==> src/rtl/cipher_pio_pkg.sv <==
package cipher_pio_pkg;
  // status word layout
  localparam int ST_IN_EMPTY  = 8;
  localparam int ST_IN_FULL   = 9;
  localparam int ST_IN_ERR    = 10;
  localparam int ST_OUT_EMPTY = 16;
  localparam int ST_OUT_FULL  = 17;
  localparam int ST_OUT_ERR   = 18;
  localparam int ST_W         = 32;
endpackage

==> src/rtl/cpb_byte_rev.sv <==
module cpb_byte_rev #(
  parameter int W = 32
) (
  input  logic [W-1:0] din,
  input  logic         en,
  output logic [W-1:0] dout
);
  localparam int NB = W / 8;
  logic [W-1:0] rev;
  for (genvar b = 0; b < NB; b++) begin : g_byte
    assign rev[8*b +: 8] = din[W-8-8*b +: 8];
  end
  assign dout = en ? rev : din;
endmodule

==> src/rtl/cpb_in_buf.sv <==
module cpb_in_buf #(
  parameter int W = 32,
  parameter int N = 4
) (
  input  logic         clk,
  input  logic         rst,
  input  logic         clr,
  input  logic         swap,
  input  logic         wr_en,
  input  logic [W-1:0] wr_data,
  output logic [W*N-1:0] blk_data,
  output logic         blk_valid,
  input  logic         blk_ready,
  output logic         empty,
  output logic         full,
  output logic         err
);
  localparam int CW = $clog2(N + 1);
  localparam int PW = (N > 1) ? $clog2(N) : 1;

  logic [W-1:0]  mem [N];
  logic [CW-1:0] cnt;
  logic [W-1:0]  wr_word;
  logic          accept, take;

  cpb_byte_rev #(.W(W)) u_rev (.din(wr_data), .en(swap), .dout(wr_word));

  assign full      = (cnt == CW'(N));
  assign empty     = (cnt == '0);
  assign blk_valid = full && !clr;
  assign take      = blk_valid && blk_ready;
  assign accept    = wr_en && !full && !clr;

  always_ff @(posedge clk) begin
    if (accept) mem[cnt[PW-1:0]] <= wr_word;
  end

  always_ff @(posedge clk) begin
    if (rst || clr)  cnt <= '0;
    else if (take)   cnt <= '0;
    else if (accept) cnt <= cnt + 1'b1;
  end

  always_ff @(posedge clk) begin
    if (rst || clr)              err <= 1'b0;
    else if (wr_en && full)      err <= 1'b1;
  end

  for (genvar k = 0; k < N; k++) begin : g_pack
    assign blk_data[W*k +: W] = mem[k];
  end
endmodule

==> src/rtl/cpb_out_buf.sv <==
module cpb_out_buf #(
  parameter int W = 32,
  parameter int N = 4
) (
  input  logic           clk,
  input  logic           rst,
  input  logic           clr,
  input  logic           swap,
  input  logic [W*N-1:0] blk_data,
  input  logic           blk_valid,
  output logic           blk_ready,
  input  logic           rd_en,
  output logic [W-1:0]   rd_data,
  output logic           empty,
  output logic           full,
  output logic           err
);
  localparam int CW = $clog2(N + 1);
  localparam int PW = (N > 1) ? $clog2(N) : 1;

  logic [W-1:0]  mem [N];
  logic [CW-1:0] cnt;
  logic [CW-1:0] idx;
  logic [W-1:0]  head, head_sw;
  logic          load, pop;

  assign empty     = (cnt == '0);
  assign full      = (cnt == CW'(N));
  assign blk_ready = empty && !clr;
  assign load      = blk_ready && blk_valid;
  assign pop       = rd_en && !empty && !clr;
  assign idx       = CW'(N) - cnt;
  assign head      = mem[idx[PW-1:0]];

  cpb_byte_rev #(.W(W)) u_rev (.din(head), .en(swap), .dout(head_sw));

  for (genvar k = 0; k < N; k++) begin : g_load
    always_ff @(posedge clk) begin
      if (load) mem[k] <= blk_data[W*k +: W];
    end
  end

  always_ff @(posedge clk) begin
    if (rst || clr)  cnt <= '0;
    else if (load)   cnt <= CW'(N);
    else if (pop)    cnt <= cnt - 1'b1;
  end

  always_ff @(posedge clk) begin
    if (rst)                      rd_data <= '0;
    else if (pop)                 rd_data <= head_sw;
    else if (rd_en && !clr)       rd_data <= '0;
  end

  always_ff @(posedge clk) begin
    if (rst || clr)               err <= 1'b0;
    else if (rd_en && empty)      err <= 1'b1;
  end
endmodule

==> src/rtl/cipher_pio_buffer.sv <==
module cipher_pio_buffer
  import cipher_pio_pkg::*;
#(
  parameter int WORD_W = 32,
  parameter int WORDS  = 4,
  localparam int BLK_W = WORD_W * WORDS
) (
  input  logic              clk,
  input  logic              rst,
  input  logic              start_i,
  input  logic              in_swap_i,
  input  logic              out_swap_i,
  input  logic              wr_en_i,
  input  logic [WORD_W-1:0] wr_data_i,
  input  logic              rd_en_i,
  output logic [WORD_W-1:0] rd_data_o,
  output logic [ST_W-1:0]   status_o,
  output logic [BLK_W-1:0]  blk_out_data_o,
  output logic              blk_out_valid_o,
  input  logic              blk_out_ready_i,
  input  logic [BLK_W-1:0]  blk_in_data_i,
  input  logic              blk_in_valid_i,
  output logic              blk_in_ready_o
);
  logic in_empty, in_full, in_err;
  logic out_empty, out_full, out_err;

  cpb_in_buf #(.W(WORD_W), .N(WORDS)) u_in (
    .clk(clk), .rst(rst), .clr(start_i), .swap(in_swap_i),
    .wr_en(wr_en_i), .wr_data(wr_data_i),
    .blk_data(blk_out_data_o), .blk_valid(blk_out_valid_o), .blk_ready(blk_out_ready_i),
    .empty(in_empty), .full(in_full), .err(in_err)
  );

  cpb_out_buf #(.W(WORD_W), .N(WORDS)) u_out (
    .clk(clk), .rst(rst), .clr(start_i), .swap(out_swap_i),
    .blk_data(blk_in_data_i), .blk_valid(blk_in_valid_i), .blk_ready(blk_in_ready_o),
    .rd_en(rd_en_i), .rd_data(rd_data_o),
    .empty(out_empty), .full(out_full), .err(out_err)
  );

  always_comb begin
    status_o               = '0;
    status_o[ST_IN_EMPTY]  = in_empty;
    status_o[ST_IN_FULL]   = in_full;
    status_o[ST_IN_ERR]    = in_err;
    status_o[ST_OUT_EMPTY] = out_empty;
    status_o[ST_OUT_FULL]  = out_full;
    status_o[ST_OUT_ERR]   = out_err;
  end
endmodule

==> config.mk <==
export PLATFORM = sky130hd
export DESIGN_NAME = cipher_pio_buffer
export DESIGN_NICKNAME = d
export VERILOG_FILES = /design/src/rtl/cipher_pio_pkg.sv /design/src/rtl/cpb_byte_rev.sv /design/src/rtl/cpb_in_buf.sv /design/src/rtl/cpb_out_buf.sv /design/src/rtl/cipher_pio_buffer.sv
export SDC_FILE = /design/constraint.sdc
export NUM_CORES = 1
export LEC_CHECK = 0
export ABC_AREA = 1
export BUFFER_PORTS_ARGS = -buffer_cell sky130_fd_sc_hd__buf_2
export CAP_MARGIN = 25
export CORE_MARGIN = 1.5
export CORE_UTILIZATION = 25
export DETAILED_ROUTE_END_ITERATION = 8
export GPL_TIMING_DRIVEN = 1
export SETUP_SLACK_MARGIN = 0.3
export SYNTH_ARGS = -nofsm -noshare
export SYNTH_HDL_FRONTEND = slang
export SYNTH_SLANG_ARGS = --single-unit
==> constraint.sdc <==
create_clock -name clk -period 9.16 [get_ports clk]
set_input_delay 1.832 -clock clk [delete_from_list [all_inputs] [get_ports clk]]
set_output_delay 1.832 -clock clk [all_outputs]
set_load 0.05 [all_outputs]
==> metrics, run 1 <==
Worst EP arrival 2380 ps; Worst slew margin 33.6%; die area 0.0463 mm²; setup TNS 0 ps; Post-CTS Resized 0; most frequent cells in the layout buf_2, nand2_1, edfxtp_1; mapped cell area 0.0112 mm²; Layout area overhead 29.1%; post-synthesis mux area share 0%; vias 7658; clock latency on the worst-skew pair 530 ps; I/O Pins 363; CTS tree yes; DR vias/cell 4.14; synthesized instance count 902; initial antenna violation count 6; Worst Hold Slack 465 ps; VDD IR max 0.132 mV; drt pass-1 iters 5; Hold Fails Final Rpt 0; clock skew 28.4 ps; CTS sink count 296; Hold/Removal Path Class register to register; HPWL after DPL 21400 µm; max frequency 0.238 GHz; share of the synthesized area in compound gates (AO/OA/AOI/OAI) 3.32%; Finished Layout Cells 1851; Worst-Margin Slew 997 ps; core area 0.0443 mm²; post-layout net count 1409; Worst-path clk slew 60 ps; leakage power 5.84 nW; Port-buffer cells 336; Hold Buf Count CTS 0; routed length per placed instance 16.4 µm; antenna-violating nets left 0; Util after Layout 32.8%; Yosys cell types 21; commonest non-fill, non-tap cell in the layout buf_2; CP Class input port to output pin; PwrDens 208 mW/mm²; # DRC 0; post-synthesis simple-gate area fraction 14.9%; Rows 77; syn_area_per_cell 12.5 µm²; crit path time final 4210 ps; required time of the critical path 7330 ps; startpoint class of the critical path input port; final WL 30300 µm; largest net degree at the start of global routing 76; post-synthesis sequential area ratio 75.5%; largest family of logic cells by synthesized area simple AND/OR/NAND/NOR gates; Inserted Clock Buffers 34; Root Buffer clkbuf_16; deepest clock path buffer count 3; RSZ-0062 raised after global routing false; vias in the first global route 7268; Die W 215 µm; GRT Total Usage 12.8%; Post-CTS Setup Bufs 0; YS warnings 0; status finished clean; placed insts 1787; Setup-failing EPs final 0; post-synthesis adder-cell area fraction 0.779%; Worst setup EP type output pin; Final period util 45.9%; Max Cap Viol 0; Iter 0 DRT Violations 540; Overall Power 3.03 mW; worst-path maximum fanout 4; H-tree Lvls 2; first-pass GRT wire length 43800 µm; gp weighted congestion 0.795; Die Height 215 µm; #FFs+latches synth 296; Max Slew Vio Count 0; layout cells sized above 1 32.4%; Initial Util 25.4%; total grt overflow 0; Post-Synth XOR/XNOR Area 0%
-- path summary, 6_finish.rpt --
path | startpoint | depth (start not counted) | slack, ps | endpoint
setup / recovery | start_i | 3 | 4950 | blk_in_ready_o
hold / removal | u_out.cnt[1] | 2 | 460 | u_out.cnt[1]
setup reg to reg | u_out.cnt[0] | 9 | 5880 | u_out.mem[1][3]
hold reg to reg | u_out.cnt[1] | 2 | 460 | u_out.cnt[1]
-- cell type report --
class | instances | area [µm²]
well taps | 592 | 741
multi-input cells | 517 | 2270
clock inverters | 19 | 163
diodes | 4 | 10.0
inverters | 37 | 141
clock buffers | 39 | 891
fillers | 4439 | 29800
flip-flops and latches | 296 | 8490
repair buffers | 347 | 1810
-- critical path, stage by stage --
cell,delay [ps]
buf_2,120
nor2_1,140
buf_2,280
-- through the flow --
step                setup slack (ps)  cell area [µm²]
global route                    4840            14500
CTS                             4910            14500
finish                          4950            14500
detailed placement              4950            13400
global placement                4940            13400
floorplan                       3460            11300
-- metal layers --
metal  up-vias  GRT usage (%)  share of wire [%]
met5         -              0              0.089
met4         4           5.29                2.8
met3        54           5.17                 10
met2       342           22.1                 49
met1      3547           13.8                 38
li1       3711              -                  -
-- where the power goes --
part / internal (mW) / total (mW) / switching [mW]
Sequential: 1.52 / 1.52 / 0.00947
Clock: 0.757 / 1.29 / 0.535
Combinational: 0.0530 / 0.210 / 0.157
-- state kept, by name, summed over array words and instances, names as in the netlist --
name	count
u_in.err	1
u_out.err	1
u_out.rd_data	32
u_out.cnt	3
u_in.cnt	3
u_out.mem	128
u_in.mem	128
-- Yosys cell counts (all sizes together) --
cell / instances / share of area, %
nand4: 1 / 0.056
conb: 1 / 0.033
nand3: 98 / 4.5
a21oi: 50 / 2.2
or2: 1 / 0.056
nor2: 28 / 0.93
a211oi: 2 / 0.13
buf: 66 / 3.8
inv: 37 / 1.2
o21ai: 20 / 0.89
a21boi: 1 / 0.067
dfxtp: 40 / 7.1
clkbuf: 11 / 0.37
ha: 7 / 0.78
edfxtp: 256 / 68
nand2: 283 / 9.4
-- cells by family after synthesis --
logic type / count (synthesis)
buffers and inverters: 114
other: 1
adder cells (fa/ha/maj): 7
flip-flops: 296
AO/OA/AOI/OAI: 73
AND/OR/NAND/NOR: 411
(Power assumes the default switching activity.)
==> run 2: changes to the inputs <==
Clock period 9.16 ns to 4.3 ns, I/O delays scaled along.
==> run 2 against run 1 <==
Net effect:
- combinational power increased by 120%
- largest power group unchanged
- highest routed layer is now met4
- critical path type is now register to register
- critical endpoint is now u_out.mem[2][11]
- clock skew decreased by 10 ps
- critical path depth increased by 5
- global-route usage grew 0.20 points
==> metrics, run 2 (synthesized netlist as in run 1, its figures left out) <==
Final period util 61.9%; VDD IR max 0.289 mV (+120%); Post-CTS Resized 0 (unchanged); HPWL after DPL 21700 µm (+1.0%); largest registers u_in.mem (128), u_out.mem (128), u_out.rd_data (32); initial antenna violation count 6 (unchanged); post-place setup slack 1500 ps (-3450 ps); Overall Power 6.64 mW (+120%); antenna-violating nets left 0 (unchanged); Initial Util 25.4% (unchanged); Hold Fails Final Rpt 0 (unchanged); die area 0.0463 mm² (unchanged); DR vias/cell 4.10 (-0.80%); Finished Layout Cells 1860 (+0.49%); gp weighted congestion 0.794 (-0.14%); Iter 0 DRT Violations 359 (-34%); core area 0.0443 mm² (unchanged); vias in the first global route 7338 (+0.96%); Max Cap Viol 0 (unchanged); Rows 77 (unchanged); CTS tree yes; crit path time final 2660 ps; worst-path maximum fanout 56 (+52); Hold Crit Start u_out.rd_data[9]; FF-to-FF End u_out.mem[2][11]; Worst EP arrival 2920 ps (+540 ps); final worst setup slack 1640 ps (-3310 ps); Reg2Reg Depth 8 (-1); Post-CTS Setup Bufs 0 (unchanged); routed length per placed instance 16.3 µm (-0.23%); Die Height 215 µm (unchanged); setup TNS 0 ps (unchanged); depth of the worst hold-timing path 2 (unchanged); # DRC 0 (unchanged); Port-buffer cells 336 (unchanged); H-tree Lvls 2 (unchanged); Hold EP u_out.rd_data[9]; post-layout net count 1418 (+0.64%); first-pass GRT wire length 44600 µm (+1.6%); commonest non-fill, non-tap cell in the layout buf_2; Setup-failing EPs final 0 (unchanged); Worst-path clk slew 60 ps (about the same); CP Class register to register; Hold/Removal Path Class register to register; drt pass-1 iters 4 (-1); I/O Pins 363 (unchanged); layout cells sized above 1 33.4% (+0.96 points); vias 7634 (-0.31%); final WL 30400 µm (+0.26%); placed insts 1795 (+0.45%); most frequent cells in the layout buf_2, nand2_1, edfxtp_1; Hold Buf Count CTS 0 (unchanged); max frequency 0.375 GHz; clock skew 18.3 ps (-10.1 ps); Root Buffer clkbuf_16; GRT Total Usage 13.0% (+0.20 points); required time of the critical path 4560 ps (-2770 ps); Worst setup EP type register; CTS sink count 296 (unchanged); Inserted Clock Buffers 34 (unchanged); worst reg-to-reg setup slack 1640 ps (-4240 ps); Worst slew margin 32.4% (-1.2 points); status finished clean; startpoint class of the critical path register; PwrDens 452 mW/mm² (+120%); leakage power 5.93 nW (+1.6%); RSZ-0062 raised after global routing false; total grt overflow 0 (unchanged); Max Slew Vio Count 0 (unchanged); Worst-Margin Slew 1010 ps (+18.0 ps); Worst Setup SP u_out.cnt[0]; Die W 215 µm (unchanged); largest net degree at the start of global routing 66 (-13%); reg2reg start u_out.cnt[0]; Layout area overhead 30.6%; clock latency on the worst-skew pair 540 ps (about the same); deepest clock path buffer count 3 (unchanged)
run 2: cell count changes in the layout (fill, tap and decap cells not counted), sizes merged:
cell | before | now
buf | 347 | 356
diode | 4 | 1
clkinvlp | 2 | 4
inv | 40 | 42
bufinv | 2 | 3
clkbuf | 39 | 38
clkinv | 12 | 11
run 2: worst max path at each step:
| stage | to | cells past startpoint | slack (ps) |
|---|---|---|---|
| floorplan | u_out.mem[0][0] | 9 | 410 |
| global placement | u_out.mem[3][10] | 5 | 1510 |
| detailed placement | u_out.mem[3][10] | 5 | 1500 |
| CTS | u_out.mem[1][18] | 8 | 1570 |
| global route | u_out.mem[2][11] | 8 | 1400 |
| finish | u_out.mem[2][11] | 8 | 1640 |
run 2: metrics by stage:
| stage | hold WS (ps) | cell area, µm² | util, % |
|---|---|---|---|
| floorplan | 438 | 11300 | - |
| global placement | 450 | 13400 | 30.3 |
| detailed placement | 456 | 13500 | 30.4 |
| CTS | 446 | 14600 | 33.0 |
| global route | 450 | 14700 | 33.1 |
| finish | 462 | 14700 | 33.1 |
run 2: layout make-up:
class                   count  area (µm²)
clock inverters            23         259
repair buffers            356        1910
inverters                  37         143
multi-input cells         517        2260
fillers                  4446       29600
flip-flops and latches    296        8490
diodes                      1        2.50
well taps                 592         741
clock buffers              38         887
run 2: worst max-delay path: stages (launching register included):
cell	delay [ps]
dfxtp_2	330
inv_2	40
ha_1	210
ha_1	210
inv_1	90
nor2_1	50
nand2_1	130
clkinvlp_4	720
buf_12	500
run 2: power by group:
group | internal (mW) | total [mW] | leakage (nW) | switching [mW]
sequential | 3.23 | 3.25 | 2.68 | 0.0207
combinational | 0.120 | 0.457 | 2.70 | 0.337
clock | 1.71 | 2.93 | 0.552 | 1.22
run 2: layer usage:
layer	part of all wire (%)	track usage (%)
met1	38	14.0
met2	49	22.3
met3	10	5.53
met4	3.2	5.41
met5	0	0
==> run 3: changes to the inputs <==
Clock period 4.3 ns to 2.55 ns, I/O delays scaled along.
==> run 3 against run 2 <==
Net effect:
- global-route usage grew 0.21 points
- critical path depth is 2 lower
- sequential power up 69%
- non-clock buffer count is 1 higher
- clock skew about the same
- setup slack lost 1200 ps
- register-to-register slack worse by 970 ps
- critical path type is now register to output pin
- largest cell class unchanged
- largest power group unchanged
==> metrics, run 3 (synthesized netlist as in run 1, its figures left out) <==
Util after Layout 33.5% (+0.33 points); Final period util 83.4%; Hold Crit Start blk_in_data_i[56]; GRT Total Usage 13.2% (+0.21 points); Port-buffer cells 336 (unchanged); Worst-Margin Slew 735 ps (-280 ps); antenna-violating nets left 0 (unchanged); startpoint class of the critical path register; vias 7773 (+1.8%); CP max stage cell dfxtp_1; gp weighted congestion 0.796 (+0.18%); Area after DPL 0.0136 mm² (+1.1%); delay of the slowest cell on the worst path 300 ps (-420 ps); RSZ-0062 raised after global routing false; CTS tree yes; Iter 0 DRT Violations 432 (+20%); final WL 31100 µm (+2.5%); layout cells sized above 1 33.7% (+0.34 points); max frequency 0.470 GHz; Hold EP u_out.mem[1][24]; Inserted Clock Buffers 36 (+5.9%); deepest clock path buffer count 3 (unchanged); HPWL after DPL 22700 µm (+4.8%); post-route cell area 0.0148 mm² (+1.0%); Hold Buf Count CTS 0 (unchanged); required time of the critical path 2040 ps (-2520 ps); # DRC 0 (unchanged); most frequent cells in the layout buf_2, nand2_1, edfxtp_1; Overall Power 11.4 mW (+71%); largest net degree at the start of global routing 66 (unchanged); drt pass-1 iters 4 (unchanged); I/O Pins 363 (unchanged); Worst path most repeated cell ha_4; Worst EP arrival 1620 ps (-1300 ps); worst reg-to-reg setup slack 670 ps (-970 ps); Reg2Reg Depth 8 (unchanged); clock skew 18.7 ps (+0.379 ps); reg2reg start u_out.cnt[1]; VDD IR max 0.577 mV (+99%); Root Buffer clkbuf_16; crit path time final 2130 ps; Rows 77 (unchanged); Hold Fails Final Rpt 0 (unchanged); Hold/Removal Path Class input port to register; depth of the worst hold-timing path 1 (-1); Setup-failing EPs final 0 (unchanged); leakage power 5.97 nW (+0.62%); Worst setup EP type output pin; largest registers u_in.mem (128), u_out.mem (128), u_out.rd_data (32); CP Class register to output pin; routed length per placed instance 16.7 µm (+2.1%); Die W 215 µm (unchanged); Die Height 215 µm (unchanged); Worst slew margin 50.5% (+18 points); clock latency on the worst-skew pair 540 ps (about the same); initial antenna violation count 9 (+3); DR vias/cell 4.16 (+1.4%); H-tree Lvls 2 (unchanged); Worst-path clk slew 60 ps (about the same); total grt overflow 0 (unchanged); commonest non-fill, non-tap cell in the layout buf_2; die area 0.0463 mm² (unchanged); FF-to-FF End u_out.mem[3][13]; post-layout net count 1421 (+0.21%); Max Cap Viol 0 (unchanged); first-pass GRT wire length 45200 µm (+1.4%); status finished clean; CTS sink count 296 (unchanged); worst-path maximum fanout 3 (-95%); Max Slew Vio Count 0 (unchanged); core area 0.0443 mm² (unchanged); PwrDens 765 mW/mm² (+69%); Layout area overhead 31.9%; vias in the first global route 7593 (+3.5%); Initial Util 25.4% (unchanged); crit path cell chain inv_1, ha_4, ha_4, inv_4, nor2_4, buf_2
run 3: report_power, final:
| part | switching, mW | internal (mW) | leakage [nW] | total, mW |
|---|---|---|---|---|
| registers | 0.0423 | 5.44 | 2.68 | 5.48 |
| clock network | 2.00 | 3.08 | 0.574 | 5.08 |
| logic | 0.577 | 0.212 | 2.71 | 0.788 |
run 3: critical path: cells and delay by family (launching register included):
kind | cells | cell delay, ps
adders and majority gates | 2 | 290
buffers and inverters | 3 | 410
and+or+nand+nor | 1 | 100
DFF | 1 | 300
run 3: layer usage:
metal / track usage [%] / part of all wire [%] / wire length [µm]
met1: 13.4 / 36 / 11200
met2: 23.3 / 50 / 15600
met3: 5.48 / 10 / 3140
met4: 6.50 / 3.7 / 1140
met5: 0 / 0.17 / 54
run 3: timing repair:
item	in CTS	in global routing
gates resized for setup	3	5
gates cloned	0	0
setup buffers	0	0
endpoints found under the hold margin	0	0
pin swaps	0	0
endpoints found under the setup margin	3	3
run 3: per-stage QoR:
step / setup WS [ps] / hold WS, ps / cells / setup TNS (ps)
2_1_floorplan: -915 / 438 / 927 / -117170
3_3_place_gp: 672 / 448 / 1799 / 0
3_5_place_dp: 628 / 452 / 1799 / 0
4_1_cts: 273 / 97.8 / 1864 / 0
5_1_grt: 302 / 105 / 1865 / 0
6_report: 424 / 143 / 1867 / 0
run 3: worst max-delay path by stage:
stage,from,cells after the start,endpoint,slack [ps]
after floorplan,u_out.cnt[0],9,u_out.mem[0][0],-920
after global placement,u_out.cnt[1],8,u_out.mem[3][13],670
after detailed placement,u_in.cnt[0],6,u_in.mem[0][2],630
after CTS,u_in.cnt[0],5,status_o[8],270
after global routing,u_in.cnt[0],5,status_o[9],300
final,u_out.cnt[1],6,blk_in_ready_o,420
run 3: final cells by class:
| class | instances | area [µm²] |
|---|---|---|
| Clock inverter | 16 | 200 |
| Multi-Input combinational cell | 517 | 2310 |
| Clock buffer | 49 | 992 |
| Tap cell | 592 | 741 |
| Antenna cell | 3 | 7.51 |
| Timing Repair Buffer | 357 | 1950 |
| Inverter | 37 | 145 |
| Fill cell | 4416 | 29500 |
| Sequential cell | 296 | 8490 |
